==> src/rtl/xpt_pkg.sv <==
`timescale 1ns/1ps
package xpt_pkg;
  localparam int DEF_PORTS = 4;

  function automatic int sel_width(int n);
    return (n > 1) ? $clog2(n) : 1;
  endfunction
endpackage

==> src/rtl/xpt_stage.sv <==
`timescale 1ns/1ps
module xpt_stage #(
  parameter int N_PORTS = 4,
  parameter int SEL_W   = 2
) (
  input  logic                           clk_i,
  input  logic                           rst_ni,
  input  logic                           we_i,
  input  logic [SEL_W-1:0]               waddr_i,
  input  logic [SEL_W-1:0]               wdata_i,
  output logic [N_PORTS-1:0][SEL_W-1:0]  stage_o
);
  for (genvar n = 0; n < N_PORTS; n++) begin : g_ent
    always_ff @(posedge clk_i or negedge rst_ni) begin
      if (!rst_ni)                                 stage_o[n] <= SEL_W'(n);
      else if (we_i && (waddr_i == SEL_W'(n)))     stage_o[n] <= wdata_i;
    end
  end
endmodule

==> src/rtl/xpt_active.sv <==
`timescale 1ns/1ps
module xpt_active #(
  parameter int N_PORTS = 4,
  parameter int SEL_W   = 2
) (
  input  logic                           clk_i,
  input  logic                           rst_ni,
  input  logic                           cfg_i,
  input  logic                           load_i,
  input  logic [SEL_W-1:0]               oaddr_i,
  input  logic [SEL_W-1:0]               iaddr_i,
  input  logic [N_PORTS-1:0][SEL_W-1:0]  stage_i,
  output logic [N_PORTS-1:0][SEL_W-1:0]  active_o
);
  for (genvar n = 0; n < N_PORTS; n++) begin : g_ent
    logic             hit;
    logic [SEL_W-1:0] nxt;
    // simultaneous strobes: bypass the staging register
    assign hit = load_i && (oaddr_i == SEL_W'(n));
    assign nxt = hit ? iaddr_i : stage_i[n];
    always_ff @(posedge clk_i or negedge rst_ni) begin
      if (!rst_ni)    active_o[n] <= SEL_W'(n);
      else if (cfg_i) active_o[n] <= nxt;
    end
  end
endmodule

==> src/rtl/xpt_lane.sv <==
`timescale 1ns/1ps
module xpt_lane #(
  parameter int N_PORTS = 4,
  parameter int SEL_W   = 2
) (
  input  logic               clk_i,
  input  logic               rst_ni,
  input  logic [N_PORTS-1:0] data_i,
  input  logic [SEL_W-1:0]   sel_i,
  output logic               data_o
);
  logic pick;
  always_comb begin
    pick = 1'b0;
    for (int k = 0; k < N_PORTS; k++)
      if (sel_i == SEL_W'(k)) pick = data_i[k];
  end

  always_ff @(posedge clk_i or negedge rst_ni) begin
    if (!rst_ni) data_o <= 1'b0;
    else         data_o <= pick;
  end
endmodule

==> src/rtl/xpt_switch.sv <==
`timescale 1ns/1ps
module xpt_switch #(
  parameter int N_PORTS = xpt_pkg::DEF_PORTS,
  parameter int SEL_W   = xpt_pkg::sel_width(N_PORTS)
) (
  input  logic               clk_i,
  input  logic               rst_ni,
  input  logic               load_i,
  input  logic               cfg_i,
  input  logic [SEL_W-1:0]   iaddr_i,
  input  logic [SEL_W-1:0]   oaddr_i,
  input  logic [N_PORTS-1:0] data_i,
  output logic [N_PORTS-1:0] data_o
);
  logic [N_PORTS-1:0][SEL_W-1:0] stage_q;
  logic [N_PORTS-1:0][SEL_W-1:0] active_q;

  xpt_stage #(.N_PORTS(N_PORTS), .SEL_W(SEL_W)) u_stage (
    .clk_i   (clk_i),
    .rst_ni  (rst_ni),
    .we_i    (load_i),
    .waddr_i (oaddr_i),
    .wdata_i (iaddr_i),
    .stage_o (stage_q)
  );

  xpt_active #(.N_PORTS(N_PORTS), .SEL_W(SEL_W)) u_active (
    .clk_i    (clk_i),
    .rst_ni   (rst_ni),
    .cfg_i    (cfg_i),
    .load_i   (load_i),
    .oaddr_i  (oaddr_i),
    .iaddr_i  (iaddr_i),
    .stage_i  (stage_q),
    .active_o (active_q)
  );

  for (genvar n = 0; n < N_PORTS; n++) begin : g_lane
    xpt_lane #(.N_PORTS(N_PORTS), .SEL_W(SEL_W)) u_lane (
      .clk_i  (clk_i),
      .rst_ni (rst_ni),
      .data_i (data_i),
      .sel_i  (active_q[n]),
      .data_o (data_o[n])
    );
  end
endmodule

==> config.mk <==
export PLATFORM = sky130hd
export DESIGN_NAME = xpt_switch
export DESIGN_NICKNAME = d
export VERILOG_FILES = /design/src/rtl/xpt_pkg.sv /design/src/rtl/xpt_stage.sv /design/src/rtl/xpt_active.sv /design/src/rtl/xpt_lane.sv /design/src/rtl/xpt_switch.sv
export SDC_FILE = /design/constraint.sdc
export NUM_CORES = 1
export LEC_CHECK = 0
export BUFFER_PORTS_ARGS = -buffer_cell sky130_fd_sc_hd__buf_2
export CORE_MARGIN = 2
export CORE_UTILIZATION = 40
export CTS_CLUSTER_DIAMETER = 30
export CTS_CLUSTER_SIZE = 8
export DETAILED_ROUTE_END_ITERATION = 12
export PLACE_DENSITY = 0.69
export SLEW_MARGIN = 20
export SYNTH_ARGS = -nofsm -noshare
export SYNTH_HDL_FRONTEND = slang
export SYNTH_SLANG_ARGS = --single-unit
==> constraint.sdc <==
create_clock -name clk_i -period 3.4 [get_ports clk_i]
set_input_delay 0.34 -clock clk_i [delete_from_list [all_inputs] [get_ports clk_i]]
set_output_delay 0.34 -clock clk_i [all_outputs]
set_load 0.005 [all_outputs]
==> out/qor.txt <==
Final Max Tran Viols -> 0
Worst Max-Slew Pin Slew -> 0.422 ns
Most frequent cells in the layout -> buf_2, mux2_2, dfrtp_1, dfstp_2
# diodes -> 0
Synth warnings -> 0
Clock H-tree levels -> 1
Reg clk slew, reported paths -> 0.10 ns
Final wirelength -> 1250 um
Max-slew headroom -> 0.719
R2R depth -> 1
Min-Delay Endpoint -> u_stage.stage_o[1]$_DFF_PN0_
Worst VDD drop -> 0.379 mV
Initial antenna violation count -> 0
# port buffers -> 15
Full die area -> 2540 um^2
DRC viols -> 0
Crit path max fanout -> 4
Final design area excluding fillers -> 982 um^2
Cells after synthesis -> 49
First-pass GRT wire length -> 2150 um
Startpoint types -> input pin
DR vias -> 451
Placeable Area -> 2000 um^2
Die Y -> 50.4 um
Post-Layout Cell Count -> 91
Min Tclk post-route -> 1.25 ns
DR WL/cell -> 13.7 um
Initial Util -> 0.430
Area leader, netlist -> dfrtp_1
Post-Place Cells -> 86
Initial DRC Count -> 1
Synth Cell Area -> 861 um^2
Net switching power -> 129 uW
Final Hold Viols -> 0
Clk buf depth -> 2
Synthesized area per cell -> 17.6 um^2
Leak -> 0.000427 uW
Comb power frac -> 0.196
Critical Path AT -> 1.44 ns
P_int -> 447 uW
Worst Hold Depth -> 2
DP Area -> 936 um^2
CP required -> 3.59 ns
Switching Fraction -> 0.224
Status -> finished, final reports clean
Global route total overflow -> 0
Setup violations, final -> 0
Yosys cell types -> 10
Yosys top cell area share -> 0.349
CTS tree -> yes
Post-DP HPWL -> 995 um
Largest net degree at the start of global routing -> 21
# rows -> 16
Vias in the first global route -> 460
Area grow syn2layout -> 14.1%
Clock power frac -> 0.230
Final period utilization -> 0.367
Die span in x -> 50.4 um
Seq pwr share -> 0.574
CTS Root Cell -> clkbuf_4
Synth Net Count -> 61
Cell Pwr Density -> 586 nW/um^2
IO Pins -> 16
Fmax -> 801 MHz
FF+latch count, synth -> 20
WS Path Type -> input pin to flop
Clk sinks -> 20
RSZ-0062 raised after global routing -> no
Crit end category -> flop
Via/cell ratio -> 4.96
Min-delay src -> iaddr_i[1]
Reg-to-Reg End -> g_lane[3].u_lane.data_o$_DFF_PN0_
Number of max-cap violations -> 0
Final ANT Viol Nets -> 0
Top area cells in the synthesized netlist -> dfrtp_1, dfstp_2, mux2_2, mux4_2, mux2_4
Worst-Skew Late Latency -> 0.29 ns
Most common cell after layout, fill and taps aside -> buf_2
Setup_tns -> 0 ns
1st-pass router iterations -> 3
Reg2Reg Launch Point -> u_active.active_o[6]$_DFFE_PN1P_
Sequential fraction of the synthesis area -> 0.593
Post-cts repair resize count -> 0
Setup slack, reg-to-reg -> 2.23 ns
Final nets -> 77
Fin Clk Skew -> 0.000784 ns
GRT Resource Usage Total -> 0.118
Ratio of cells with drive above 1 in the final layout -> 0.750
Num CTS Buffers -> 3
Hold Crit Class -> input pin to flop
Gpl congestion -> 0.677
-- synthesized netlist by cell type --
cell	number
or3b_4	1
clkbuf_1	1
nand3_1	1
buf_4	4
mux2_4	4
mux2_2	12
mux4_2	4
nand3b_1	2
dfrtp_1	12
dfstp_2	8
-- metal layers --
metal | global-route usage | vias to the layer above | routed length, um
met2 | 0.173 | 10 | 611
met1 | 0.160 | 228 | 551
met5 | 0 | - | 0
met3 | 0.0476 | 2 | 72
li1 | - | 211 | -
met4 | 0.0405 | 0 | 13
-- power by group through the flow --
stage	sequential [uW]	combinational (uW)	clock (uW)
floorplan	328	97.0	0
global placement	335	111	0
detailed placement	337	114	0
CTS	332	115	138
global route	339	123	147
finish	330	113	132
-- what timing repair did --
item,4_1_cts,5_1_grt
buffers inserted,0,0
setup endpoints to repair,0,0
endpoints found under the hold margin,12,0
hold buffers,1,0
-- worst max-delay path: stages --
cell    delay [ns]
buf_2         0.12
or3b_4        0.41
mux2_4        0.31
mux2_4        0.25
-- cell families (layout without fill, tap and decap cells) --
family,count (synthesis),count (layout),share of synthesized area
muxes,20,20,0.331
DFF,20,20,0.593
buffers and inverters,5,20,0.0392
and+or+nand+nor,4,4,0.0363
-- registers in the layout, indices dropped and copies added, names as in the netlist --
register and flops:
g_lane.u_lane.data_o 4, u_active.active_o 8, u_stage.stage_o 8
-- area by class of cell --
class                   count  area (um^2)
flip-flops and latches     20          510
fillers                   186         1020
well taps                  27         33.8
multi-input cells          24          317
clock buffers               4         36.3
repair buffers             16         85.1
-- worst max path at each step --
stage	startpoint	to	cells past startpoint
6_report	oaddr_i[0]	u_active.active_o[1]$_DFFE_PN0P_	4
4_1_cts	oaddr_i[0]	u_active.active_o[1]$_DFFE_PN0P_	4
3_5_place_dp	oaddr_i[0]	u_active.active_o[1]$_DFFE_PN0P_	4
3_3_place_gp	oaddr_i[0]	u_active.active_o[0]$_DFFE_PN0P_	4
2_1_floorplan	oaddr_i[0]	u_active.active_o[0]$_DFFE_PN0P_	3
5_1_grt	oaddr_i[0]	u_active.active_o[1]$_DFFE_PN0P_	4
-- per-stage QoR --
step	total power (uW)	hold WS [ns]	setup slack, ns	utilization
finish	576	0.335	2.15	0.491
global route	609	0.331	2.14	0.491
CTS	585	0.331	2.17	0.491
detailed placement	451	0.304	1.84	0.468
global placement	446	0.300	1.85	0.468
floorplan	425	0.0444	1.99	-
(Power assumes the default switching activity.)
